File: config.mk
export PLATFORM = sky130hd
export DESIGN_NAME = chirp_sweep_engine
export DESIGN_NICKNAME = d
export VERILOG_FILES = /design/src/rtl/chirp_pkg.sv /design/src/rtl/chirp_ramp_timer.sv /design/src/rtl/chirp_freq_acc.sv /design/src/rtl/chirp_phase_acc.sv /design/src/rtl/chirp_update_timer.sv /design/src/rtl/chirp_sweep_engine.sv
export SDC_FILE = /design/constraint.sdc
export NUM_CORES = 1
export LEC_CHECK = 0
export BUFFER_PORTS_ARGS = -buffer_cell sky130_fd_sc_hd__buf_2
export CAP_MARGIN = 20
export CORE_MARGIN = 8
export CORE_UTILIZATION = 63
export CTS_CLUSTER_DIAMETER = 50
export DETAILED_ROUTE_END_ITERATION = 7
export PLACE_DENSITY = 0.87
export SYNTH_ARGS = -nofsm -noshare
export SYNTH_HDL_FRONTEND = slang
export SYNTH_HIERARCHICAL = 1
export SYNTH_SLANG_ARGS = --single-unit
File: constraint.sdc
create_clock -name clk -period 7.55 [get_ports clk]
set_clock_uncertainty 0.15 [all_clocks]
set_input_delay 0.3775 -clock clk [delete_from_list [all_inputs] [get_ports clk]]
set_output_delay 0.3775 -clock clk [all_outputs]
set_load 0.02 [all_outputs]
File: src/rtl/chirp_pkg.sv
package chirp_pkg;
  localparam int FREQ_W = 48;
  localparam int RATE_W = 20;
  localparam int UPD_W  = 32;
  typedef logic [FREQ_W-1:0] word_t;
endpackage

File: src/rtl/chirp_ramp_timer.sv
module chirp_ramp_timer #(
  parameter int RATE_W = chirp_pkg::RATE_W
) (
  input  logic              clk,
  input  logic              rst_n,
  input  logic              clr_i,
  input  logic              hold_i,
  input  logic [RATE_W-1:0] rate_i,
  output logic              step_o
);
  logic [RATE_W-1:0] cnt_q;

  assign step_o = !clr_i && !hold_i && (cnt_q >= rate_i);

  always_ff @(posedge clk) begin
    if (!rst_n)      cnt_q <= '0;
    else if (clr_i)  cnt_q <= '0;
    else if (hold_i) cnt_q <= cnt_q;
    else if (step_o) cnt_q <= '0;
    else             cnt_q <= cnt_q + 1'b1;
  end

  // the count does not move while held
  a_r5_count_frozen: assert property (@(posedge clk) disable iff (!rst_n)
    (hold_i && !clr_i) |=> $stable(cnt_q));
  // a clear restarts the interval
  a_r6_count_restart: assert property (@(posedge clk) disable iff (!rst_n)
    clr_i |=> (cnt_q == '0));
endmodule

File: src/rtl/chirp_freq_acc.sv
module chirp_freq_acc #(
  parameter int FREQ_W = chirp_pkg::FREQ_W
) (
  input  logic              clk,
  input  logic              rst_n,
  input  logic              clr_i,
  input  logic              step_i,
  input  logic [FREQ_W-1:0] delta_i,
  input  logic [FREQ_W-1:0] start_i,
  output logic [FREQ_W-1:0] freq_o
);
  logic [FREQ_W-1:0] sum_q;

  always_ff @(posedge clk) begin
    if (!rst_n)      sum_q <= '0;
    else if (clr_i)  sum_q <= '0;
    else if (step_i) sum_q <= sum_q + delta_i;
  end

  assign freq_o = start_i + sum_q;

  // clear returns the sum to zero
  a_r6_sum_zero: assert property (@(posedge clk) disable iff (!rst_n)
    clr_i |=> (sum_q == '0));
  // without a step or clear the sum keeps its value
  a_r2_sum_idle: assert property (@(posedge clk) disable iff (!rst_n)
    (!clr_i && !step_i) |=> $stable(sum_q));
  // a step moves the sum by the signed delta
  a_r4_signed_step: assert property (@(posedge clk) disable iff (!rst_n)
    (!clr_i && step_i) |=> ((sum_q - $past(sum_q)) == $past(delta_i)));
endmodule

File: src/rtl/chirp_phase_acc.sv
module chirp_phase_acc #(
  parameter int FREQ_W = chirp_pkg::FREQ_W
) (
  input  logic              clk,
  input  logic              rst_n,
  input  logic              clr_i,
  input  logic [FREQ_W-1:0] freq_i,
  output logic [FREQ_W-1:0] phase_o
);
  logic [FREQ_W-1:0] phase_q;

  always_ff @(posedge clk) begin
    if (!rst_n)     phase_q <= '0;
    else if (clr_i) phase_q <= '0;
    else            phase_q <= phase_q + freq_i;
  end

  assign phase_o = phase_q;

  // phase clear silences the output
  a_r7_phase_zero: assert property (@(posedge clk) disable iff (!rst_n)
    clr_i |=> (phase_q == '0));
  // the phase advances by the frequency every clock
  a_r8_phase_adv: assert property (@(posedge clk) disable iff (!rst_n)
    !clr_i |=> ((phase_q - $past(phase_q)) == $past(freq_i)));
endmodule

File: src/rtl/chirp_update_timer.sv
module chirp_update_timer #(
  parameter int UPD_W = chirp_pkg::UPD_W
) (
  input  logic             clk,
  input  logic             rst_n,
  input  logic             en_i,
  input  logic [UPD_W-1:0] period_i,
  output logic             tick_o
);
  logic [UPD_W-1:0] cnt_q;

  assign tick_o = en_i && (cnt_q >= period_i);

  always_ff @(posedge clk) begin
    if (!rst_n)                cnt_q <= '0;
    else if (!en_i || tick_o)  cnt_q <= '0;
    else                       cnt_q <= cnt_q + 1'b1;
  end

  // a disabled timer never fires
  a_r9_no_tick_off: assert property (@(posedge clk) disable iff (!rst_n)
    !en_i |-> !tick_o);
  // each tick restarts the interval
  a_r9_restart: assert property (@(posedge clk) disable iff (!rst_n)
    tick_o |=> (cnt_q == '0));
endmodule

File: src/rtl/chirp_sweep_engine.sv
module chirp_sweep_engine
  import chirp_pkg::*;
#(
  parameter int FW = FREQ_W,
  parameter int RW = RATE_W,
  parameter int UW = UPD_W
) (
  input  logic          clk,
  input  logic          rst_n,
  input  logic [FW-1:0] start_freq_i,
  input  logic [FW-1:0] delta_i,
  input  logic [RW-1:0] ramp_rate_i,
  input  logic [UW-1:0] upd_period_i,
  input  logic          upd_en_i,
  input  logic          hold_i,
  input  logic          clr_freq_i,
  input  logic          clr_phase_i,
  output logic [FW-1:0] freq_o,
  output logic [FW-1:0] phase_o
);
  logic auto_tick;
  logic clr_any;
  logic step;

  chirp_update_timer #(.UPD_W(UW)) u_upd (
    .clk(clk), .rst_n(rst_n), .en_i(upd_en_i),
    .period_i(upd_period_i), .tick_o(auto_tick)
  );

  assign clr_any = clr_freq_i | auto_tick;

  chirp_ramp_timer #(.RATE_W(RW)) u_ramp (
    .clk(clk), .rst_n(rst_n), .clr_i(clr_any), .hold_i(hold_i),
    .rate_i(ramp_rate_i), .step_o(step)
  );

  chirp_freq_acc #(.FREQ_W(FW)) u_facc (
    .clk(clk), .rst_n(rst_n), .clr_i(clr_any), .step_i(step),
    .delta_i(delta_i), .start_i(start_freq_i), .freq_o(freq_o)
  );

  chirp_phase_acc #(.FREQ_W(FW)) u_pacc (
    .clk(clk), .rst_n(rst_n), .clr_i(clr_phase_i),
    .freq_i(freq_o), .phase_o(phase_o)
  );

  // hold without clear keeps the frequency constant
  a_r5_hold_freq: assert property (@(posedge clk) disable iff (!rst_n)
    (hold_i && !clr_any && $stable(start_freq_i)) |=> $stable(freq_o) || $changed(start_freq_i));
  // a manual clear brings the start frequency back
  a_r6_back_to_start: assert property (@(posedge clk) disable iff (!rst_n)
    clr_freq_i |=> (freq_o == start_freq_i));
endmodule

## Yosys cells after proc, flatten, opt, wreduce, memory -nomap -nowiden

Cells that the tools add are included.

| word-level totals | value |
|---|---|
| output and inout port bits | 96 |
| word-level logic and storage cells | 24 |
| flip-flop bits (word level) | 148 |

| operators by class | value |
|---|---|
| $add $sub $neg | 5 |
| multiplexer cells | 1 |
| $lt $le $gt $ge | 2 |
| bitwise logic cells | 2 |
| reduce and logical (&&, ||, !) cells | 10 |

Operators with widths:

| kind | count |
|---|---|
| 48-bit adder | 3 |
| 32-bit by 1-bit adder with 32-bit output (second input constant) | 1 |
| 32-bit >= comparator | 1 |
| 20-bit by 1-bit adder with 20-bit output (second input constant) | 1 |
| 20-bit >= comparator | 1 |
| 20-bit 2-to-1 mux | 1 |
| 2-bit OR reduction | 3 |
| 1-bit logical AND | 3 |
| 1-bit logical NOT | 3 |
| 1-bit logical OR | 1 |
| 1-bit inverter | 1 |
| 1-bit bitwise OR | 1 |

## Longest topological paths before layout

Gate-level depths: netlist of run 1.

| logic depth | value |
|---|---|
| depth after elaboration | 7 |
| mapped depth | 22 |

## Cells and area by module

The synthesis of run 1 kept the hierarchy.

Modules (own cells, without submodules):

| module | times used | area each (µm²) | cells each |
|---|---|---|---|
| chirp_freq_acc | 1 | 6875.3 | 884 |
| chirp_phase_acc | 1 | 4095.2 | 520 |
| chirp_update_timer | 1 | 2429.8 | 271 |
| chirp_ramp_timer | 1 | 1430.1 | 170 |
| chirp_sweep_engine | 1 | 6.3 | 1 |

## Worst setup path before layout of run 1

OpenSTA, ideal clock, no wires.

| timing | value |
|---|---|
| path kind | input to register |
| start point | in start_freq_i[0] |
| end point | reg u_pacc.phase_q[47] (netlist: u_pacc/phase_o[47]) |
| setup time | 0.119 ns |
| required time | 7.281 ns |
| data arrival time | 4.722 ns |
| setup slack | 2.559 ns |
| path buffers | 1 |
| cell stages on the path | 22 |
| path through | ha_1 -> fa_1 -> a211o_1 -> a21oi_1 -> o31ai_1 -> a21oi_1 -> o31ai_1 -> a21boi_1 -> o21bai_1 -> a211oi_1 -> o21ai_0 -> xor2_1 -> ha_1 -> clkbuf_1 -> a21oi_1 -> o21ai_1 -> a221o_1 -> a21oi_2 -> o21ai_1 -> nor4_2 -> a21oi_2 -> mux2i_1 |

| between the ends | value |
|---|---|
| longest elaborated chain between the ends | 2 |

RTL lines:

| element | RTL line | text |
|---|---|---|
| start, declared | chirp_sweep_engine.sv:10 | `input logic [FW-1:0] start_freq_i,` |
| 48-bit adder | chirp_freq_acc.sv:20 | `assign freq_o = start_i + sum_q;` |
| named net freq_o[28] | chirp_sweep_engine.sv:18 | `output logic [FW-1:0] freq_o,` |
| 48-bit adder | chirp_phase_acc.sv:15 | `else phase_q <= phase_q + freq_i;` |
| end signal, assigned | chirp_phase_acc.sv:15 |  |
| end, declared | chirp_phase_acc.sv:10 | `logic [FREQ_W-1:0] phase_q;` |

The timed path passes the listed nets, and every way through them passes these cells.
A chain may end at the register's enable or synchronous reset.

## Worst setup path after layout of run 1

| timing | value |
|---|---|
| start point | reg u_facc.sum_q[0] |
| end point | reg u_pacc.phase_q[47] (netlist: u_pacc/phase_o[47]) |

| between the ends | value |
|---|---|
| longest elaborated chain between the ends | 2 |

RTL lines:

| element | RTL line | text |
|---|---|---|
| start, declared | chirp_freq_acc.sv:12 | `logic [FREQ_W-1:0] sum_q;` |
| start signal, assigned | chirp_freq_acc.sv:17 | `else if (step_i) sum_q <= sum_q + delta_i;` |
| 48-bit adder | chirp_freq_acc.sv:20 |  |
| 48-bit adder | chirp_phase_acc.sv:15 |  |

Every way passes these cells.

==> results of run 1 <==
[metal layers]
layer  track usage, %  vias up  routed length [um]
met5                0        -                  69
met3             5.82      129                3240
met2             45.7      599               19300
li1                 -     7143                   -
met1             34.6     6772               18100
met4             14.6       12                1920
[metrics by stage]
step	util (%)	std cells	area, um2	hold slack, ps	total power [W]
global placement	68.9	2349	16100	328	0.00140
floorplan	-	1846	14800	304	0.00125
CTS	71.6	2380	16700	133	0.00232
finish	71.7	2393	16700	155	0.00231
global route	71.7	2392	16700	166	0.00241
detailed placement	68.9	2349	16100	338	0.00141
[cells in the mapped netlist, types with 5 or more instances]
master and instances:
sky130_fd_sc_hd__ha_1 195, sky130_fd_sc_hd__and3_1 23, sky130_fd_sc_hd__a21o_1 75, sky130_fd_sc_hd__a31oi_1 23
sky130_fd_sc_hd__dfxtp_1 148, sky130_fd_sc_hd__mux2i_1 33, sky130_fd_sc_hd__buf_6 7, sky130_fd_sc_hd__o21a_1 21
sky130_fd_sc_hd__nand3_1 54, sky130_fd_sc_hd__clkbuf_1 39, sky130_fd_sc_hd__nor2_4 29, sky130_fd_sc_hd__clkbuf_2 5
sky130_fd_sc_hd__xor2_1 73, sky130_fd_sc_hd__nand2_1 147, sky130_fd_sc_hd__nand2b_1 14, sky130_fd_sc_hd__o21ai_0 63
sky130_fd_sc_hd__o31ai_1 9, sky130_fd_sc_hd__xnor2_1 84, sky130_fd_sc_hd__o21ai_1 21, sky130_fd_sc_hd__a21oi_2 9
sky130_fd_sc_hd__nor2_1 146, sky130_fd_sc_hd__o22ai_1 6, sky130_fd_sc_hd__or3_1 9, sky130_fd_sc_hd__nor3_1 60
sky130_fd_sc_hd__o211ai_1 12, sky130_fd_sc_hd__nor2_2 5, sky130_fd_sc_hd__nor2b_1 18, sky130_fd_sc_hd__o21ai_2 5
sky130_fd_sc_hd__a211oi_1 9, sky130_fd_sc_hd__inv_1 89, sky130_fd_sc_hd__or2_2 6, sky130_fd_sc_hd__a21oi_1 175
sky130_fd_sc_hd__buf_2 6, sky130_fd_sc_hd__nor4_1 8, sky130_fd_sc_hd__nand4_1 46, sky130_fd_sc_hd__and4_1 19
sky130_fd_sc_hd__o21bai_1 21, sky130_fd_sc_hd__and2_1 12, sky130_fd_sc_hd__a211o_1 7
[path summary, 6_finish.rpt]
| check | from | to | slack (ps) | cells after the start |
|---|---|---|---|---|
| worst min register to register | u_facc/sum_q[47]$_SDFFE_PP0P_ | u_facc/sum_q[47]$_SDFFE_PP0P_ | 350 | 2 |
| worst min-delay path | hold_i | u_ramp/cnt_q[1]$_SDFFE_PP0N_ | 150 | 3 |
| worst max-delay path | u_facc/sum_q[0]$_SDFFE_PP0P_ | u_pacc/phase_o[47]$_SDFF_PP0_ | 2200 | 21 |
| worst max register to register | u_facc/sum_q[0]$_SDFFE_PP0P_ | u_pacc/phase_o[47]$_SDFF_PP0_ | 2200 | 21 |
[logic make-up after synthesis]
logic type	count (synthesis)	share of synthesized area, %
DFF	148	20.0
AOI/OAI and AO/OA	518	23.5
xor gates and xnor gates	157	9.27
adders and majority gates	198	16.8
buffers and inverters	157	5.10
and+or+nand+nor	635	23.0
muxes	33	2.23
[registers in the layout, indices dropped and copies added, names as in the netlist]
name / flops
u_facc/sum_q: 48
u_ramp/cnt_q: 20
u_upd/cnt_q: 32
u_pacc/phase_o: 48
[area by class of cell]
class / instances / area, um2
Tap cell: 319 / 399
Antenna cell: 13 / 32.5
Sequential cell: 148 / 2960
Inverter: 89 / 334
Fill cell: 1900 / 6600
Multi-Input combinational cell: 1541 / 11100
Clock inverter: 13 / 174
Clock buffer: 18 / 439
Timing Repair Buffer: 252 / 1270
[power by group]
part           internal [W]  switching (W)
combinational      0.000219       0.000369
clock              0.000534       0.000371
sequential         0.000804      0.0000175
total               0.00156       0.000757
[critical path, delay by kind of cell, from the launching register on]
| kind | cells | cell delay [ps] |
|---|---|---|
| and+or+nand+nor | 1 | 270 |
| xor gates and xnor gates | 1 | 230 |
| AOI/OAI and AO/OA | 15 | 3130 |
| DFF | 1 | 330 |
| muxes | 1 | 120 |
| adders and majority gates | 3 | 1000 |
==> results, run 1 <==
- The flow ran to the end, and the final reports show no timing, DRC or antenna violations.
- The insertion delay of the later-clocked pin in the worst-skew pair is between 400 and 500 ps.
- The setup-violating endpoint count in the final report is 0.
- The share of async-settable or async-resettable flops after synthesis is 0%.
- The share of the Yosys chip area taken by registers is 20.0%.
- The final critical path time including I/O delays and setup is 5350 ps.
- The count of buffers from port buffering is 249.
- The global-route wire length before repair is 66800 um.
- The total count of hold-check failures in the final report is 0.
- The highest fanout seen on the critical path is 8.
- The CTS sink count is roughly 150.
- The final wirelength is 42600 um.
- The clock transition time at the flip-flop clock pins of the worst setup and hold paths is roughly 60 ps.
- The via density per instance is 6.12.
- The number of placed I/O pins is 250.
- Synthesis produced a netlist with a net count of approximately 2200.
- After clock tree synthesis, the setup repair step added 0 buffers.
- The residual antenna-violating net count after detailed routing is 0.
- The maximum clock frequency is about 190 MHz.
- Yosys mapped a number of flops with a built-in enable equal to 0.
- The leakage dissipation is 7.85 nW.
- The library cell used most frequently in the layout, excluding fill and tap cells, is sky130_fd_sc_hd__buf_2.
- The HPWL after detailed placement is 34300 um.
- The class of the worst hold path is input pin to flip-flop.
- Across every metal layer, demand over resource in global routing totals 28.1%.
- The initial utilization of the core area, before any placement, comes to 63.6%.
- The count of TritonRoute iterations in the first routing pass is 6.
- The largest net degree at the start of global routing is 62.
- The average instance in the mapped netlist occupies 8.04 um2.
- The data arrival time of the critical path is between 5000 and 6000 ps.
- TritonCTS built the clock tree.
- For this block, the initial DRC count from the detailed router was 1036.
- At the pin with the least slew margin, the transition time is 1160 ps.
- STA classifies the critical path endpoint as a flip-flop.
- The type of element launching the critical path is a flip-flop.
- Synthesis inferred 148 register bits.
- Synthesis instantiated 103 different standard cells from the library.
- Setup repair after global routing left no endpoint under its margin.
- The most used flip-flop cell after synthesis is sky130_fd_sc_hd__dfxtp_1.
- The number of global-route vias before repair is 14000.
- The initial antenna violation count is 18.
- The clock root buffer is sky130_fd_sc_hd__clkbuf_16.
- The max-slew violation total from the final report was 0.
- The signed area change from the synthesized netlist to the final layout is 12.8%.
- The worst ir drop on vdd is 0.136 mV.
- The worst path meets setup with between 2000 and 2500 ps of slack.
- Dividing the detail-routed wire length by the instance count gives 17.8 um.
- The number of placement rows is 56.
- The setup TNS is 0 ps.
- The post-synthesis cell type with the largest combined area is sky130_fd_sc_hd__dfxtp_1.
- The number of buffers created by CTS is 17.
- The power per cell area is 138 nW/um2.
- The total area inside the core boundary comes to between 20000 and 25000 um2.
- By area the synthesized netlist is led by sky130_fd_sc_hd__dfxtp_1, sky130_fd_sc_hd__ha_1, sky130_fd_sc_hd__a21oi_1, sky130_fd_sc_hd__xnor2_1, sky130_fd_sc_hd__xor2_1.
- The critical path in this run is classified as flip-flop to flip-flop.
- The post-placement setup slack is 2190 ps.
- The clock tree synthesis step divided the H-tree into 4 levels.
- In this design, the critical path's most frequently occurring cell is sky130_fd_sc_hd__a21oi_1.
- The post-detailed-route DRC marker count is 0.
- The total number of nets in the final design is 2401.
- The delay contributed by the slowest stage of the critical path is 420 ps.
- The leftover overflow at the end of global routing is 0.
- The congestion estimate from routability-driven global placement came to 0.945.
- At the worst endpoint, the required time is between 7000 and 8000 ps.
- The instance count of the mapped netlist is 1846.
- The worst slew slack as a fraction of its limit is 22.2%.
- The number of vias after detailed routing is 14700.
- The share of final-layout standard cells stronger than drive strength 1 is 18.9%.
- Traced cell by cell, the critical path runs through ha_1, fa_1, a211o_1, a21oi_1, o31ai_1, a21oi_1, o31ai_1, a21boi_1, o21bai_1, a211oi_1, o21ai_0, xor2_1, ha_1, a21oi_1, o21ai_1, a221o_1, a21oi_2, o21ai_1, nor4_2, a21oi_2, mux2i_1.
- In this run the cell area of the synthesized design comes to 14800 um2.
- The number of hold-repair buffers added at the cts stage is 0.
- The floorplan die height is around 170 um.
- Of the available clock period, the critical path in the final layout requires 70.8%.
- The count of cells resized by post-cts repair is 0.
- The maximum number of buffers from clock root to sink is 2.
- The die covers roughly 29000 um2.
- The area share of the largest cell type after synthesis is 20.0%.
- The worst-path cell with the longest stage delay is sky130_fd_sc_hd__fa_1.
- The top cell types in the final layout, fill and taps aside, are sky130_fd_sc_hd__buf_2, sky130_fd_sc_hd__ha_1, sky130_fd_sc_hd__a21oi_1.
- The Yosys step of the flow raised 6 warnings.
- The max-cap violation count is 0.
- Measured along the x axis, the die boundary spans 169 um.
No activity file was read; power rests on OpenSTA's default activity.
==> inputs of run 2 (changes only) <==
--- a/config.mk
+++ b/config.mk
@@ -5,13 +5,14 @@
 export SDC_FILE = /design/constraint.sdc
 export NUM_CORES = 1
 export LEC_CHECK = 0
+export ABC_AREA = 1
 export BUFFER_PORTS_ARGS = -buffer_cell sky130_fd_sc_hd__buf_2
 export CAP_MARGIN = 20
 export CORE_MARGIN = 8
-export CORE_UTILIZATION = 63
+export CORE_UTILIZATION = 55
 export CTS_CLUSTER_DIAMETER = 50
 export DETAILED_ROUTE_END_ITERATION = 7
-export PLACE_DENSITY = 0.87
+export PLACE_DENSITY = 0.79
 export SYNTH_ARGS = -nofsm -noshare
 export SYNTH_HDL_FRONTEND = slang
 export SYNTH_HIERARCHICAL = 1
==> constraint.sdc (replaced) <==
create_clock -name clk -period 4.9 [get_ports clk]
set_clock_uncertainty 0.15 [all_clocks]
set_input_delay 0.245 -clock clk [delete_from_list [all_inputs] [get_ports clk]]
set_output_delay 0.245 -clock clk [all_outputs]
set_load 0.02 [all_outputs]
==> run 2 against run 1 <==
  * Critical path depth up 2
  * Global-route usage up 3.0 points
  * Register-to-register slack worse by 1300 ps
  * Highest routed layer is now met4
  * Worst setup slack worse by 1300 ps
  * Flip-flop and latch count unchanged
  * Non-clock buffer count up 4
  * Total power up 57%
  * Worst hold slack worse by 110 ps
  * Critical endpoint is now u_pacc/phase_o[44]$_SDFF_PP0_
  * Combinational power up 70%
  * Utilization down 9.5 points
==> results, run 2 <==
- The flow ran to the end, and the final reports show no timing, DRC or antenna violations.
- The routed length per instance is 15.7 um (-11%).
- The data arrival time of the critical path was 4300 ps (-1200 ps).
- The largest individual stage delay along the critical path comes from the cell sky130_fd_sc_hd__xor2_1.
- The area growth from synthesis to layout is 12.3%.
- The worst register-to-register path begins at u_facc/sum_q[0]$_SDFFE_PP0P_.
- The netlist area before placement was 19000 um2 (+28%).
- The placed instance count was 4085 (+74%).
- The final wirelength is 64900 um (+52%).
- The total number of nets in the final design was 4003 (+67%).
- The number of hold-repair buffers added at the cts stage was 1 (+1).
- The filler cell count in the final layout was 3539 (+86%).
- The final standard cell count with taps included and fillers excluded is 4121 (+72%).
- The largest net degree at the start of global routing is 48 (-23%).
- The hold slack was 47.6 ps (-107 ps).
- The number of enable-type register cells in the synthesized netlist came to 0 (unchanged).
- The floorplan die height came to 202 um (+19%).
- The top cell types in the final layout, fill and taps aside, are sky130_fd_sc_hd__nand2_1, sky130_fd_sc_hd__inv_1, sky130_fd_sc_hd__nor2_1.
- The number of warnings printed during yosys synthesis is 6 (unchanged).
- The worst setup path is captured at a flip-flop.
- The standard cell core area is 34300 um2 (+47%).
- The power per cell area was 170 nW/um2 (+23%).
- The depth of the CTS H-tree is 4 (unchanged).
- The area of all sequential standard cells was 2960 um2 (unchanged).
- The number of buffers created by CTS came to 17 (unchanged).
- The residual antenna-violating net count after detailed routing is 0 (unchanged).
- The number of global-route vias before repair is 20200 (+45%).
- The leakage dissipation is 12.3 nW (+57%).
- The area share of the largest cell type after synthesis came to 21.0% (+1.0 points).
- The setup TNS was 0 ps (unchanged).
- The insertion delay of the later-clocked pin in the worst-skew pair is 460 ps (+40 ps).
- The max-slew violation total from the final report was 0 (unchanged).
- The multi-input gate area in the final layout was 13300 um2 (+19%).
- The maximum number of buffers from clock root to sink is 2 (unchanged).
- By count the netlist is led by sky130_fd_sc_hd__nand2_1, sky130_fd_sc_hd__inv_1, sky130_fd_sc_hd__nor2_1.
- The final critical path time including I/O delays and setup is 4050 ps (-1300 ps).
- sky130_fd_sc_hd__nand2_1 is the most common cell in the netlist.
- The measured slew at the worst slew-check pin is 699 ps (-466 ps).
- The number of distinct library cells after synthesis is 48 (-53%).
- The clock root buffer is sky130_fd_sc_hd__clkbuf_16.
- The worst ir drop on vdd came to 0.266 mV (+96%).
- The most used flip-flop cell after synthesis is sky130_fd_sc_hd__dfxtp_1.
- The setup-violating endpoint count in the final report was 0 (unchanged).
- The count of TritonRoute iterations in the first routing pass came to 7 (+1).
- The instance count of the mapped netlist came to 3398 (+84%).
- The initial antenna violation count came to 2 (-16).
- The post-synthesis cell type with the largest combined area is sky130_fd_sc_hd__nand2_1.
- The highest fanout seen on the critical path is 6 (-2).
- The count of buffers from port buffering is 249 (unchanged).
- The CTS sink count is 148 (unchanged).
- The global-route usage over all layers is 31.1% (+3.0 points).
- The post-detailed-route DRC marker count was 0 (unchanged).
- The via density per instance is 5.20 (-15%).
- The count of cells resized by post-cts repair was 0 (unchanged).
- The half-perimeter wire length after placement is 55400 um (+62%).
- The global-route wire length before repair came to 102000 um (+53%).
- The share of async-settable or async-resettable flops after synthesis is 0% (unchanged).
- The worst slew slack as a fraction of its limit is 53.3% (+31 points).
- The endpoint of the worst-slack reg-to-reg timing path is u_pacc/phase_o[44]$_SDFF_PP0_.
- The final core area utilization is 62.3% (-9.5 points).
- The worst hold path belongs to the class input pin to flip-flop.
- The post-synth net total is 3750 (+71%).
- The type of element launching the critical path is a flip-flop.
- The worst setup path is of the flip-flop to flip-flop kind.
- The total count of hold-check failures in the final report is 0 (unchanged).
- The number of vias after detailed routing is 21400 (+46%).
- The cell depth of the worst flop-to-flop path is 23 (+9.5%).
- The depth of the worst hold-timing path was 4 (+1).
- The worst reg-to-reg setup slack is 850 ps (-1350 ps).
- The starting density of the core was 55.4% (-8.2 points).
- The maximum clock frequency is 247 MHz (+32%).
- The required time of the critical path is 5150 ps (-2560 ps).
- After synthesis, the cell types taking the most area are sky130_fd_sc_hd__nand2_1, sky130_fd_sc_hd__dfxtp_1, sky130_fd_sc_hd__inv_1, sky130_fd_sc_hd__ha_1, sky130_fd_sc_hd__nor2_1.
- The number of post-CTS setup repair buffers is 0 (unchanged).
- The leftover overflow at the end of global routing was 0 (unchanged).
- The library cell used most frequently in the layout, excluding fill and tap cells, is sky130_fd_sc_hd__nand2_1.
- The floorplan die area is 40800 um2 (+42%).
- The placer congestion estimate was 1.05 (+11%).
- The delay contributed by the slowest stage of the critical path is 400 ps (-20 ps).
- The number of placed I/O pins was 250 (unchanged).
- The clock transition time at the flip-flop clock pins of the worst setup and hold paths is 70 ps (about the same).
- For hold timing, the worst endpoint is u_facc/sum_q[0]$_SDFFE_PP0P_.
- In this run the most critical hold path is launched from delta_i[0].
- Traced cell by cell, the critical path runs through ha_1, fa_1, nand3_1, nand2_2, nand2_2, nand2_2, nand3_1, nand2_2, nand2_1, nand2_2, xor2_1, ha_1, nand2_2, inv_1, nand2_1, nand2_1, a21oi_1, nand2_1, nand2_1, nand3_1, nand2_1, clkinv_1, nor2_2.
- The number of placement rows is 68 (+21%).
- The CTS tree is done.
- The share of final-layout standard cells stronger than drive strength 1 is 12.9% (-5.9 points).
- The register area share after synthesis was 15.6% (-4.4 points).
- The die width is 202 um (+19%).
- The starting DRC count in detailed routing was 1892 (+83%).
- The total of flip-flops plus latches after synthesis is 148 (unchanged).
- The synthesized area per cell is 5.59 um2 (-30%).
- The final worst-path cycle share is 82.6% (+12 points).
- The max-cap violation count came to 0 (unchanged).
- Setup repair after global routing left no endpoint under its margin.
==> run 2: cells by family (layout without fill, tap and decap cells) <==
logic type	after synthesis	count (layout)	synth area share, %
XOR/XNOR	98	98	4.52
adder cells (fa/ha/maj)	198	198	13.2
flip-flops	148	148	15.6
AND/OR/NAND/NOR	1894	1894	42.8
buffers and inverters	728	994	14.6
other	0	2	0
AO/OA/AOI/OAI	332	332	9.33
==> run 2: metrics by stage <==
stage / worst slack [ps] / area (um2) / power, W
after floorplan: 1440 / 19000 / 0.00194
after global routing: 573 / 21300 / 0.00379
final: 853 / 21300 / 0.00362
after global placement: 876 / 20700 / 0.00226
after detailed placement: 919 / 20700 / 0.00227
after CTS: 923 / 21300 / 0.00362
==> run 2: worst max-delay path: cells and delay by family (launching register included) <==
family	cells	cell delay (ps)
xor gates and xnor gates	1	400
adders and majority gates	3	1080
and+or+nand+nor	16	1550
AOI/OAI and AO/OA	1	330
buffers and inverters	2	110
DFF	1	390
==> run 2: worst max path at each step <==
| stage | start | to | cells past startpoint |
|---|---|---|---|
| 2_1_floorplan | u_facc/sum_q[0]$_SDFFE_PP0P_ | u_pacc/phase_o[29]$_SDFF_PP0_ | 19 |
| 3_3_place_gp | start_freq_i[0] | u_pacc/phase_o[41]$_SDFF_PP0_ | 22 |
| 3_5_place_dp | start_freq_i[0] | u_pacc/phase_o[47]$_SDFF_PP0_ | 25 |
| 4_1_cts | u_facc/sum_q[0]$_SDFFE_PP0P_ | u_pacc/phase_o[47]$_SDFF_PP0_ | 24 |
| 5_1_grt | u_facc/sum_q[0]$_SDFFE_PP0P_ | u_pacc/phase_o[47]$_SDFF_PP0_ | 24 |
| 6_report | u_facc/sum_q[0]$_SDFFE_PP0P_ | u_pacc/phase_o[44]$_SDFF_PP0_ | 23 |
==> run 2: per-layer routing <==
metal,track usage (%),routed length (um),vias up
li1,-,-,10900
met1,39.2,28100,9399
met2,50.8,28700,887
met3,5.30,4860,182
met4,15.4,3250,0
met5,0,0,-
==> run 2: final cells by class <==
cell class / instances / share of cell area (%)
inverter: 706 / 12.4
clock buffer: 18 / 2.01
antenna: 2 / 0.0234
sequential: 148 / 13.9
multi-input combinational: 2522 / 62.2
clock inverter: 14 / 0.715
timing repair buffer: 256 / 6.13
tap: 455 / 2.67
==> run 2: power by group <==
part           internal [W]  switching, W  leakage [nW]
sequential          0.00124     0.0000298          1.20
combinational      0.000322      0.000679          10.8
clock              0.000755      0.000604         0.274
total               0.00231       0.00131          12.3
==> inputs of run 3 (changes only) <==
==> constraint.sdc (replaced) <==
create_clock -name clk -period 3.55 [get_ports clk]
set_clock_uncertainty 0.15 [all_clocks]
set_input_delay 0.1775 -clock clk [delete_from_list [all_inputs] [get_ports clk]]
set_output_delay 0.1775 -clock clk [all_outputs]
set_load 0.02 [all_outputs]
==> run 3 against run 2 <==
  * First-iteration DRC count fell by 0.58%
  * Global-route usage increased by 1.8 points
  * Die area is the same
  * Count of clock-buffer cells in the layout rose by 1
  * Sequential share of layout area fell by 2.2 points
  * Largest cell class unchanged
  * Largest power group unchanged
  * Register-to-register slack worse by 810 ps
  * Non-clock buffer count up 300
  * Cell area up 19%
  * Maximum frequency grew 15%
  * Combinational power up 83%
  * Wire length up 11%
  * Worst hold slack improved by 36 ps
==> results, run 3 (synthesis results as in run 2) <==
- The post-detailed-route DRC marker count is 0 (unchanged).
- The area of all sequential standard cells is 2980 um2 (+0.68%).
- The leakage dissipation was 13.9 nW (+13%).
- The tightest min-delay check is of the input pin to flip-flop type.
- The number of buffers created by CTS was 17 (unchanged).
- The floorplan die area came to 40800 um2 (unchanged).
- The share of final-layout standard cells stronger than drive strength 1 is 27.5% (+15 points).
- Compared with the post-synthesis result, the final layout area differs by 33.8%.
- Setup repair after global routing could not meet its margin everywhere.
- The depth of the worst hold-timing path came to 4 (unchanged).
- The total placed instance area is 22800 um2 (+10%).
- The insertion delay of the later-clocked pin in the worst-skew pair was 450 ps (about the same).
- The global-route usage over all layers is 32.9% (+1.8 points).
- The worst setup path is captured at a flip-flop.
- The max-slew violation total from the final report is 0 (unchanged).
- The CTS sink count is 148 (unchanged).
- The initial antenna violation count is 2 (unchanged).
- The path with the worst hold slack has its endpoint at u_facc/sum_q[1]$_SDFFE_PP0P_.
- In this run the most critical hold path is launched from delta_i[1].
- The largest net degree at the start of global routing is 67 (+40%).
- The total count of hold-check failures in the final report came to 0 (unchanged).
- The power per cell area is 215 nW/um2 (+27%).
- The buffering stage count on the worst path with inverters included is 5 (+3).
- The flow ran to the end, and the final reports show no timing, DRC or antenna violations.
- The via density per instance is 5.23 (+0.62%).
- The starting density of the core is 55.4% (unchanged).
- The count of buffers from port buffering came to 249 (unchanged).
- The max-cap violation count was 0 (unchanged).
- The count of cell instances traversed by the critical path is 21 (-8.7%).
- The starting DRC count in detailed routing is 1881 (-0.58%).
- The residual antenna-violating net count after detailed routing is 0 (unchanged).
- The die width came to 202 um (unchanged).
- The final wirelength is 71900 um (+11%).
- The total number of nets in the final design is 4303 (+7.5%).
- The final critical-path setup slack is 43.9 ps (-809 ps).
- The depth of the CTS H-tree is 4 (unchanged).
- The floorplan die height is 202 um (unchanged).
- In this design, the largest share of critical-path delay is due to simple AND/OR/NAND/NOR gates.
- The post-layout instance area is 25400 um2 (+19%).
- The type of element launching the critical path is a flip-flop.
- The global-route wire length before repair is 109000 um (+6.5%).
- The final critical path time including I/O delays and setup came to 3510 ps (-541 ps).
- The number of global-route vias before repair came to 21600 (+7.1%).
- The standard cell core area is 34300 um2 (unchanged).
- The required time of the critical path came to 3760 ps (-1390 ps).
- The commonest non-fill, non-tap cell in the layout is sky130_fd_sc_hd__nand2_1.
- The clock transition time at the flip-flop clock pins of the worst setup and hold paths was 70 ps (about the same).
- The worst ir drop on vdd came to 0.312 mV (+17%).
- The hold slack is 83.2 ps (+35.7 ps).
- In this run the critical register-to-register path is captured at u_pacc/phase_o[42]$_SDFF_PP0_.
- The number of placement rows is 68 (unchanged).
- The worst-path cell with the longest stage delay is sky130_fd_sc_hd__dfxtp_1.
- The number of vias after detailed routing is 23100 (+7.9%).
- The leftover overflow at the end of global routing is 0 (unchanged).
- The top cell types in the final layout, fill and taps aside, are sky130_fd_sc_hd__nand2_1, sky130_fd_sc_hd__inv_1, sky130_fd_sc_hd__nor2_1.
- The post-placement setup slack came to -263 ps (-1180 ps).
- The cell depth of the worst flop-to-flop path is 21 (-8.7%).
- The placer congestion estimate is 1.02 (-2.2%).
- The measured slew at the worst slew-check pin is 554 ps (-145 ps).
- The count of TritonRoute iterations in the first routing pass is 6 (-1).
- The delay contributed by the slowest stage of the critical path is 350 ps (-50 ps).
- The critical setup path kind is flip-flop to flip-flop.
- The clock root buffer is sky130_fd_sc_hd__clkbuf_16.
- The data arrival time of the critical path was 3710 ps (-590 ps).
- Walking the worst path, the cells encountered are ha_4, nand2_1, buf_4, nor2_4, buf_4, nand2_1, nor3_2, nand3_2, nand4_1, nand2_2, ha_4, nand2_2, nor2_1, inv_1, buf_4, nor3_4, nand3_2, nand3_1, nand2_1, inv_1, nor2_1.
- The startpoint identified for the worst register-to-register timing path is u_facc/sum_q[22]$_SDFFE_PP0P_.
- The final worst-path cycle share is 98.8% (+16 points).
- The half-perimeter wire length after placement is 58600 um (+5.7%).
- The highest fanout seen on the critical path was 4 (-2).
- The maximum clock frequency is 285 MHz (+15%).
- The maximum number of buffers from clock root to sink came to 2 (unchanged).
- The worst reg-to-reg setup slack is 40 ps (-810 ps).
- The setup-violating endpoint count in the final report came to 0 (unchanged).
- The number of placed I/O pins is 250 (unchanged).
- TritonCTS built the clock tree.
- The routed length per instance is 16.3 um (+3.2%).
- The worst slew slack as a fraction of its limit is 63.0% (+9.7 points).
- The filler cell count in the final layout is 2972 (-16%).
- The multi-input gate area in the final layout is 15100 um2 (+14%).
- The setup TNS was 0 ps (unchanged).
==> run 3: changes by cell type in the layout (fill, tap and decap cells not counted), sizes merged <==
cell and delta:
dlygate4sd3 +3, buf +297, clkbuf +1, clkinv -2, inv +1
==> run 3: worst max-delay path by stage <==
stage,from,end,slack [ps]
floorplan,u_facc/sum_q[0]$_SDFFE_PP0P_,u_pacc/phase_o[29]$_SDFF_PP0_,90
global placement,start_freq_i[16],u_pacc/phase_o[43]$_SDFF_PP0_,-240
detailed placement,start_freq_i[16],u_pacc/phase_o[43]$_SDFF_PP0_,-260
CTS,u_facc/sum_q[32]$_SDFFE_PP0P_,u_pacc/phase_o[46]$_SDFF_PP0_,-10
global route,u_facc/sum_q[35]$_SDFFE_PP0P_,u_pacc/phase_o[42]$_SDFF_PP0_,-140
finish,u_facc/sum_q[22]$_SDFFE_PP0P_,u_pacc/phase_o[42]$_SDFF_PP0_,40
==> run 3: layout make-up <==
type,count,area share (%)
diodes,2,0.0197
clock inverters,13,0.580
clock buffers,19,1.74
inverters,706,10.4
well taps,455,2.24
multi-input cells,2522,59.2
repair buffers,556,14.0
flip-flops and latches,148,11.7
==> run 3: power by group <==
part	internal (W)	switching [W]
Sequential	0.00170	0.0000532
Clock	0.00106	0.000829
Combinational	0.000729	0.00110
==> run 3: metal layers <==
metal / GRT usage, % / up-vias / wire length (um) / part of all wire, %
met2: 55.3 / 959 / 33200 / 46
met4: 14.0 / 0 / 3360 / 4.7
met5: 0 / - / 0 / 0
met1: 41.2 / 10400 / 30100 / 42
li1: - / 11600 / - / -
met3: 5.14 / 189 / 5200 / 7.2
==> run 3: per-stage QoR <==
| step | std cells | power (W) | utilization, % |
|---|---|---|---|
| final | 4421 | 0.00548 | 74.2 |
| after global placement | 4361 | 0.00333 | 66.5 |
| after global routing | 4421 | 0.00574 | 74.2 |
| after floorplan | 3398 | 0.00268 | - |
| after CTS | 4402 | 0.00526 | 69.1 |
| after detailed placement | 4361 | 0.00334 | 66.5 |
==> run 3: what timing repair did <==
action | CTS | global route
cloned | 0 | 0
pin swaps | 5 | 75
setup endpoints to repair | 22 | 38
hold buffers | 4 | 0
gates resized for setup | 43 | 369
hold endpoints to repair | 3 | 0
buffers inserted | 5 | 17
==> run 3: tightest hold or removal path: cells and delay by family <==
| kind | cells | cell delay [ps] |
|---|---|---|
| adder cells (fa/ha/maj) | 1 | 170 |
| AND/OR/NAND/NOR | 1 | 60 |
| AO/OA/AOI/OAI | 1 | 130 |
| buffers and inverters | 1 | 110 |
